$ cat src/rtl/pdm_cic_pkg.sv
package pdm_cic_pkg;
  localparam int NUM_PATHS = 2;

  typedef struct packed {
    logic ev;
    logic bit_v;
  } pdm_smp_t;
endpackage

$ cat src/rtl/pdm_edge_capture.sv
module pdm_edge_capture
  import pdm_cic_pkg::*;
(
  input  logic     clk_i,
  input  logic     rst_ni,
  input  logic     clr_i,
  input  logic     stereo_i,
  input  logic     pdm_clk_i,
  input  logic     pdm_data_i,
  output pdm_smp_t smp_a_o,
  output pdm_smp_t smp_b_o
);
  logic     clk_prev_q;
  logic     rise, fall;
  pdm_smp_t smp_a_q, smp_b_q;

  assign rise = pdm_clk_i & ~clk_prev_q;
  assign fall = ~pdm_clk_i & clk_prev_q;

  always_ff @(posedge clk_i or negedge rst_ni) begin
    if (!rst_ni) begin
      clk_prev_q <= 1'b0;
      smp_a_q    <= '0;
      smp_b_q    <= '0;
    end else begin
      clk_prev_q <= pdm_clk_i;
      if (clr_i) begin
        smp_a_q <= '0;
        smp_b_q <= '0;
      end else begin
        smp_a_q.ev    <= rise;
        smp_a_q.bit_v <= pdm_data_i;
        smp_b_q.ev    <= stereo_i ? fall : rise;
        smp_b_q.bit_v <= pdm_data_i;
      end
    end
  end

  assign smp_a_o = smp_a_q;
  assign smp_b_o = smp_b_q;

  p_edge_excl_r2: assert property (@(posedge clk_i) disable iff (!rst_ni)
    $past(stereo_i) |-> !(smp_a_q.ev && smp_b_q.ev));

  p_mono_pair_r3: assert property (@(posedge clk_i) disable iff (!rst_ni)
    $past(!stereo_i) |-> (smp_b_q == smp_a_q));
endmodule

$ cat src/rtl/cic_integrator_chain.sv
module cic_integrator_chain #(
  parameter int STAGES = 5,
  parameter int ACC_W  = 26
) (
  input  logic                    clk_i,
  input  logic                    rst_ni,
  input  logic                    clr_i,
  input  logic                    en_i,
  input  logic signed [ACC_W-1:0] x_i,
  output logic signed [ACC_W-1:0] acc_o
);
  logic signed [ACC_W-1:0] tap [STAGES+1];

  assign tap[0] = x_i;

  for (genvar k = 0; k < STAGES; k++) begin : g_int
    logic signed [ACC_W-1:0] acc_q;
    // each stage adds the previous stage's registered value (pipelined form)
    always_ff @(posedge clk_i or negedge rst_ni) begin
      if (!rst_ni)     acc_q <= '0;
      else if (clr_i)  acc_q <= '0;
      else if (en_i)   acc_q <= acc_q + tap[k];
    end
    assign tap[k+1] = acc_q;
  end

  assign acc_o = tap[STAGES];
endmodule

$ cat src/rtl/cic_comb_chain.sv
module cic_comb_chain #(
  parameter int STAGES = 5,
  parameter int ACC_W  = 26
) (
  input  logic                    clk_i,
  input  logic                    rst_ni,
  input  logic                    clr_i,
  input  logic                    en_i,
  input  logic signed [ACC_W-1:0] x_i,
  output logic signed [ACC_W-1:0] y_o
);
  logic signed [ACC_W-1:0] stg [STAGES+1];

  assign stg[0] = x_i;

  for (genvar k = 0; k < STAGES; k++) begin : g_comb
    logic signed [ACC_W-1:0] dly_q;
    always_ff @(posedge clk_i or negedge rst_ni) begin
      if (!rst_ni)     dly_q <= '0;
      else if (clr_i)  dly_q <= '0;
      else if (en_i)   dly_q <= stg[k];
    end
    assign stg[k+1] = stg[k] - dly_q;
  end

  assign y_o = stg[STAGES];
endmodule

$ cat src/rtl/cic_path.sv
module cic_path
  import pdm_cic_pkg::*;
#(
  parameter int STAGES  = 5,
  parameter int ACC_W   = 26,
  parameter int OUT_W   = 22,
  parameter int DEC_W   = 8,
  parameter int SHIFT_W = 4,
  parameter int DEC_MIN = 5,
  parameter int DEC_MAX = 31,
  parameter int SH_UP   = 4
) (
  input  logic                      clk_i,
  input  logic                      rst_ni,
  input  logic                      clr_i,
  input  pdm_smp_t                  smp_i,
  input  logic                      inv_i,
  input  logic                      mute_i,
  input  logic [DEC_W-1:0]          decim_i,
  input  logic signed [SHIFT_W-1:0] shift_i,
  output logic signed [OUT_W-1:0]   sample_o,
  output logic                      valid_o
);
  localparam int PH_W = $clog2(DEC_MAX + 1);
  localparam int WIDE = ACC_W + SH_UP + 1;
  localparam logic signed [WIDE-1:0] OMAX = WIDE'((64'sd1 <<< (OUT_W - 1)) - 64'sd1);
  localparam logic signed [WIDE-1:0] OMIN = ~OMAX;

  logic [PH_W-1:0]         dec_eff, phase_q;
  logic                    last_ph, dec_pend_q;
  logic signed [ACC_W-1:0] x_in, int_out, comb_out;
  logic signed [WIDE-1:0]  y_ext, scaled;
  logic signed [OUT_W-1:0] sat_v;
  logic signed [OUT_W-1:0] sample_q;
  logic                    valid_q;
  int                      sh_v;

  always_comb begin
    if (decim_i < DEC_W'(DEC_MIN))      dec_eff = PH_W'(DEC_MIN);
    else if (decim_i > DEC_W'(DEC_MAX)) dec_eff = PH_W'(DEC_MAX);
    else                                dec_eff = decim_i[PH_W-1:0];
  end

  assign last_ph = (phase_q == dec_eff - 1'b1);
  assign x_in    = (smp_i.bit_v ^ inv_i) ? ACC_W'(1) : -ACC_W'(1);

  cic_integrator_chain #(.STAGES(STAGES), .ACC_W(ACC_W)) u_int (
    .clk_i  (clk_i),
    .rst_ni (rst_ni),
    .clr_i  (clr_i),
    .en_i   (smp_i.ev),
    .x_i    (x_in),
    .acc_o  (int_out)
  );

  always_ff @(posedge clk_i or negedge rst_ni) begin
    if (!rst_ni) begin
      phase_q    <= '0;
      dec_pend_q <= 1'b0;
    end else if (clr_i) begin
      phase_q    <= '0;
      dec_pend_q <= 1'b0;
    end else begin
      dec_pend_q <= smp_i.ev && last_ph;
      if (smp_i.ev) phase_q <= last_ph ? '0 : phase_q + 1'b1;
    end
  end

  cic_comb_chain #(.STAGES(STAGES), .ACC_W(ACC_W)) u_comb (
    .clk_i  (clk_i),
    .rst_ni (rst_ni),
    .clr_i  (clr_i),
    .en_i   (dec_pend_q),
    .x_i    (int_out),
    .y_o    (comb_out)
  );

  always_comb begin
    sh_v = int'(shift_i);
    if (sh_v > SH_UP) sh_v = SH_UP;
    y_ext = {{(WIDE - ACC_W){comb_out[ACC_W-1]}}, comb_out};
    if (sh_v >= 0) scaled = y_ext <<< sh_v;
    else           scaled = y_ext >>> (-sh_v);
    if (scaled > OMAX)      sat_v = OMAX[OUT_W-1:0];
    else if (scaled < OMIN) sat_v = OMIN[OUT_W-1:0];
    else                    sat_v = scaled[OUT_W-1:0];
  end

  always_ff @(posedge clk_i or negedge rst_ni) begin
    if (!rst_ni) begin
      valid_q  <= 1'b0;
      sample_q <= '0;
    end else if (clr_i) begin
      valid_q  <= 1'b0;
      sample_q <= '0;
    end else begin
      valid_q <= dec_pend_q;
      if (dec_pend_q) sample_q <= mute_i ? '0 : sat_v;
    end
  end

  assign sample_o = sample_q;
  assign valid_o  = valid_q;

  p_valid_lat_r10: assert property (@(posedge clk_i) disable iff (!rst_ni)
    valid_q |-> $past(smp_i.ev, 2));

  p_valid_gap_r5: assert property (@(posedge clk_i) disable iff (!rst_ni)
    valid_q |=> !valid_q);

  p_mute_zero_r8: assert property (@(posedge clk_i) disable iff (!rst_ni)
    (valid_q && $past(mute_i)) |-> (sample_q == '0));

  p_idle_r9: assert property (@(posedge clk_i) disable iff (!rst_ni)
    $past(clr_i) |-> !valid_q);
endmodule

$ cat src/rtl/pdm_cic_frontend.sv
module pdm_cic_frontend
  import pdm_cic_pkg::*;
#(
  parameter int STAGES  = 5,
  parameter int ACC_W   = 26,
  parameter int OUT_W   = 22,
  parameter int DEC_W   = 8,
  parameter int SHIFT_W = 4,
  parameter int DEC_MIN = 5,
  parameter int DEC_MAX = 31,
  parameter int SH_UP   = 4
) (
  input  logic                      clk_i,
  input  logic                      rst_ni,
  input  logic                      pdm_clk_i,
  input  logic                      pdm_data_i,
  input  logic                      soft_rst_i,
  input  logic                      start_a_i,
  input  logic                      start_b_i,
  input  logic                      inv_a_i,
  input  logic                      inv_b_i,
  input  logic                      mute_i,
  input  logic                      stereo_i,
  input  logic [DEC_W-1:0]          decim_i,
  input  logic signed [SHIFT_W-1:0] shift_i,
  output logic signed [OUT_W-1:0]   sample_a_o,
  output logic                      valid_a_o,
  output logic signed [OUT_W-1:0]   sample_b_o,
  output logic                      valid_b_o
);
  pdm_smp_t                smp_v    [NUM_PATHS];
  logic                    start_v  [NUM_PATHS];
  logic                    inv_v    [NUM_PATHS];
  logic signed [OUT_W-1:0] sample_v [NUM_PATHS];
  logic                    valid_v  [NUM_PATHS];

  assign start_v[0] = start_a_i;
  assign start_v[1] = start_b_i;
  assign inv_v[0]   = inv_a_i;
  assign inv_v[1]   = inv_b_i;

  pdm_edge_capture u_cap (
    .clk_i      (clk_i),
    .rst_ni     (rst_ni),
    .clr_i      (soft_rst_i),
    .stereo_i   (stereo_i),
    .pdm_clk_i  (pdm_clk_i),
    .pdm_data_i (pdm_data_i),
    .smp_a_o    (smp_v[0]),
    .smp_b_o    (smp_v[1])
  );

  for (genvar p = 0; p < NUM_PATHS; p++) begin : g_path
    cic_path #(
      .STAGES (STAGES),  .ACC_W (ACC_W),  .OUT_W (OUT_W),
      .DEC_W  (DEC_W),   .SHIFT_W (SHIFT_W),
      .DEC_MIN(DEC_MIN), .DEC_MAX (DEC_MAX), .SH_UP (SH_UP)
    ) u_path (
      .clk_i    (clk_i),
      .rst_ni   (rst_ni),
      .clr_i    (soft_rst_i | ~start_v[p]),
      .smp_i    (smp_v[p]),
      .inv_i    (inv_v[p]),
      .mute_i   (mute_i),
      .decim_i  (decim_i),
      .shift_i  (shift_i),
      .sample_o (sample_v[p]),
      .valid_o  (valid_v[p])
    );
  end

  assign sample_a_o = sample_v[0];
  assign valid_a_o  = valid_v[0];
  assign sample_b_o = sample_v[1];
  assign valid_b_o  = valid_v[1];
endmodule

$ cat config.mk
export PLATFORM = sky130hd
export DESIGN_NAME = pdm_cic_frontend
export DESIGN_NICKNAME = d
export VERILOG_FILES = /design/src/rtl/pdm_cic_pkg.sv /design/src/rtl/pdm_edge_capture.sv /design/src/rtl/cic_integrator_chain.sv /design/src/rtl/cic_comb_chain.sv /design/src/rtl/cic_path.sv /design/src/rtl/pdm_cic_frontend.sv
export SDC_FILE = /design/constraint.sdc
export NUM_CORES = 2
export LEC_CHECK = 0
export BUFFER_PORTS_ARGS = -buffer_cell sky130_fd_sc_hd__buf_4
export CAP_MARGIN = 20
export CORE_MARGIN = 1
export CORE_UTILIZATION = 60
export DETAILED_ROUTE_END_ITERATION = 10
export GPL_ROUTABILITY_DRIVEN = 0
export PLACE_DENSITY_LB_ADDON = 0.3
export SYNTH_ARGS = -nofsm -noshare
export SYNTH_HDL_FRONTEND = slang
export SYNTH_HIERARCHICAL = 1
export SYNTH_SLANG_ARGS = --single-unit
$ cat constraint.sdc
create_clock -name clk_i -period 12.6 [get_ports clk_i]
set_clock_uncertainty 0.05 [all_clocks]
set_input_delay 2.52 -clock clk_i [delete_from_list [all_inputs] [get_ports clk_i]]
set_output_delay 2.52 -clock clk_i [all_outputs]
set_load 0.05 [all_outputs]
==> results.sh <==
export IMPL_status="completed"
export IMPL_worstSetupStartpointType="flop"
export IMPL_nets=7074
export IMPL_start_util_pct=60.66
export IMPL_yosysWarnings=6
export IMPL_antenna_diode_count=0
export IMPL_drive_above_1_share_pct=5.871
export IMPL_period_share_pct=91.50
export IMPL_rows=110
export IMPL_totalWireLength_um=130400
export IMPL_maxCapViolCount=0
export IMPL_max_freq_mhz=86.74
export IMPL_crit_path_end_kind="flop"
export IMPL_synthCells=6622
export IMPL_setup_slack_ps=1072
export IMPL_critPathRequiredTime_ps=12980
export IMPL_hpwl_um=92830
export IMPL_cp_max_fo=24
export IMPL_post_cts_buffers=0
export IMPL_routed_via_density=6.173
export IMPL_drtAntennaViolNets=0
export IMPL_dr_pass1_iters=8
export IMPL_drv_slew=0
export IMPL_core_um2=90150
export IMPL_p_per_area_nw_per_um2=238.5
export IMPL_grt_antenna_before_repair=0
export IMPL_hold_buffers=0
export IMPL_cts_made_buffers=71
export IMPL_tritoncts="done"
export IMPL_tns_ps=0
export IMPL_grt_start_max_net_pins=156
export IMPL_timing_final_hold_violations=0
export IMPL_synth_area_um2=54690
export IMPL_fp_dieArea_um2=92360
export IMPL_synth_flop_cell="dfrtp_1"
export IMPL_ir_drop_mv=0.3764
export IMPL_initialDrtViolationCount=3410
export IMPL_whs_ps=435.6
export IMPL_rsz0062_at_grt="false"
export IMPL_slew_headroom_pct=26.04
export IMPL_die_x_um=303.9
export IMPL_synth_edf_count=0
export IMPL_worstMarginPinSlew_ps=1107
export IMPL_dr_total_vias=47850
export IMPL_cp_arrival_ps=11910
export IMPL_slowest_stage="o41ai_4"
export IMPL_setup_viol=0
export IMPL_drt_wirelength_per_cell_um=16.82
export IMPL_drc_errors=0
export IMPL_timing_final_crit_period_ps=11530
export IMPL_syn2layout_area_growth_pct=6.596
export IMPL_clkLatencyLatePin_ps=630
export IMPL_cts_sinks=582
export IMPL_cts_htree_levels=3
export IMPL_ioPinCount=69
export IMPL_grt_overflow_total=0
export IMPL_slowest_delay_ps=990
export IMPL_clockRootBuffer="clkbuf_16"
export IMPL_die_y_um=303.9
export IMPL_synth_seq_area_share_pct=26.63
export IMPL_preCtsSetupSlack_ps=1241
export IMPL_cts_repair_resized=0
export IMPL_worst_setup_path_type="reg2reg"
export IMPL_avgSynthCellArea_um2=8.258
export IMPL_cts_clk_slew_worst_paths_ps=50
export IMPL_async_flop_share_pct=100.0
export IMPL_syn_nets=7177
export IMPL_r2r_slack_ps=1070
export IMPL_synth_distinct_cells=133
export IMPL_hp_class="reg2reg"
export IMPL_cts_buffer_depth=3
export IMPL_grt_pass1_wl_um=220100
export IMPL_numPortBuffers=68
export IMPL_track_usage_pct=27.55
export IMPL_grt_pass1_vias=46400
export IMPL_ys_seq_elements=582
export IMPL_static_leakage_power_nw=25.82
state kept, by name, indices dropped and copies added, names as in the netlist:
register                           cells
g_path.u_path/sample_o                44
g_path.u_path/u_comb/g_comb.dly_q    260
g_path.u_path/u_int/acc_o             52
g_path.u_path/dec_pend_q               2
u_cap/smp_b_o                          1
u_cap/smp_a_o                          2
g_path.u_path/valid_o                  2
g_path.u_path/phase_q                 10
u_cap/clk_prev_q                       1
g_path.u_path/u_int/g_int.acc_q      208
synthesized netlist by cell type (all sizes together) (35+ instances only):
cell    instances  area share [%]
a211oi        108             1.5
a21boi         35            0.49
a21o          209             2.9
a21oi         538             5.0
a31oi          82            0.94
and2           35            0.40
and3           47            0.54
buf            92            0.85
clkbuf        194             1.3
dfrtp         582              27
ha            512              12
inv           434             3.0
mux2i         399             7.3
nand2         464             3.2
nand2b         88             1.0
nand3         140             1.3
nand4          45            0.51
nor2          788             5.4
nor2b          91             1.1
nor3          103            0.99
o211ai         61            0.86
o21a           79             1.1
o21ai         406             3.8
o21bai         43            0.61
o31ai          38            0.61
or3            40            0.47
xnor2         276             4.4
xor2          138             2.2
metrics by stage:
step | power [mW] | instances | utilization (%) | area (um^2)
floorplan | 9.302 | 6622 | - | 54690
global placement | 11.24 | 7622 | 61.98 | 55870
detailed placement | 11.41 | 7622 | 61.98 | 55870
CTS | 13.61 | 7751 | 64.66 | 58290
global route | 14.82 | 7751 | 64.66 | 58290
finish | 13.90 | 7751 | 64.66 | 58290
report_power, final:
group	internal (mW)	switching [mW]	leakage [nW]
logic	3.60	6.29	16.5
registers	1.88	0.00746	8.12
clock network	1.30	0.828	1.20
layout make-up:
type | count | area (um^2)
Timing Repair Buffer | 110 | 845.8
Multi-Input combinational cell | 5318 | 37340
Fill cell | 7432 | 31850
Clock buffer | 109 | 2153
Tap cell | 1176 | 1471
Clock inverter | 20 | 269.0
Inverter | 436 | 1637
Sequential cell | 582 | 14580
critical path, delay by kind of cell, from the launching register on:
kind,cells,cell delay (ps)
DFF,1,390
adders and majority gates,6,1900
xor gates and xnor gates,4,550
buffers and inverters,3,600
and+or+nand+nor,12,2270
AOI/OAI and AO/OA,24,5540
cells by family (layout without fill, tap and decap cells):
| logic type | count (synthesis) | count (layout) | share of synthesized area, % |
|---|---|---|---|
| AND/OR/NAND/NOR | 1980 | 1980 | 16.92 |
| AO/OA/AOI/OAI | 1953 | 1953 | 23.82 |
| buffers and inverters | 722 | 675 | 5.178 |
| flip-flops | 582 | 582 | 26.63 |
| adder cells (fa/ha/maj) | 532 | 532 | 12.45 |
| multiplexers | 432 | 432 | 8.147 |
| XOR/XNOR | 419 | 419 | 6.843 |
| other | 2 | 2 | 0.01373 |
final timing paths:
kind / startpoint / end / depth (start not counted)
worst max-delay path: g_path[0].u_path/u_int/acc_o[0] / g_path[0].u_path/sample_o[20] / 49
worst min-delay path: g_path[0].u_path/sample_o[11] / g_path[0].u_path/sample_o[11] / 2
worst max register to register: g_path[0].u_path/u_int/acc_o[0] / g_path[0].u_path/sample_o[20] / 49
worst min register to register: g_path[0].u_path/sample_o[11] / g_path[0].u_path/sample_o[11] / 2
max in group asynchronous: rst_ni / u_cap/smp_a_o[1] / 3
min in group asynchronous: rst_ni / g_path[0].u_path/u_comb/g_comb[4].dly_q[1] / 1
per-layer routing:
layer	up-vias	GRT usage [%]	share of wire [%]	wire, um
li1	23720	-	-	-
met1	22360	34.47	43	56250
met2	1405	48.24	48	63010
met3	356	3.385	5.2	6807
met4	0	10.68	3.3	4332
met5	-	0	0	0
placed cells by master (no fill, tap or decap), types with 20 or more instances in the layout:
cell / instances
fa_1: 20
a21o_1: 208
dfrtp_1: 578
clkbuf_16: 74
xor2_1: 138
mux2_2: 21
o21bai_1: 42
o21ai_0: 360
or2_2: 29
nor2b_1: 90
and3_1: 47
mux2i_1: 399
o2111ai_1: 22
inv_1: 432
ha_1: 512
o21ai_1: 40
a211oi_1: 105
nand3_1: 138
o31ai_1: 34
buf_4: 108
nand2_1: 462
a211o_1: 32
o31a_1: 21
nor2_1: 782
o22ai_1: 25
a31oi_1: 82
a21oi_1: 530
o211ai_1: 58
o21a_1: 79
a21boi_0: 28
nor4_1: 20
nor3_1: 100
nand4_1: 45
or3_1: 39
xnor2_1: 273
and2_1: 34
nand2b_1: 85
nand3b_1: 23
o221ai_1: 27
No activity file was read; power rests on OpenSTA's default activity.
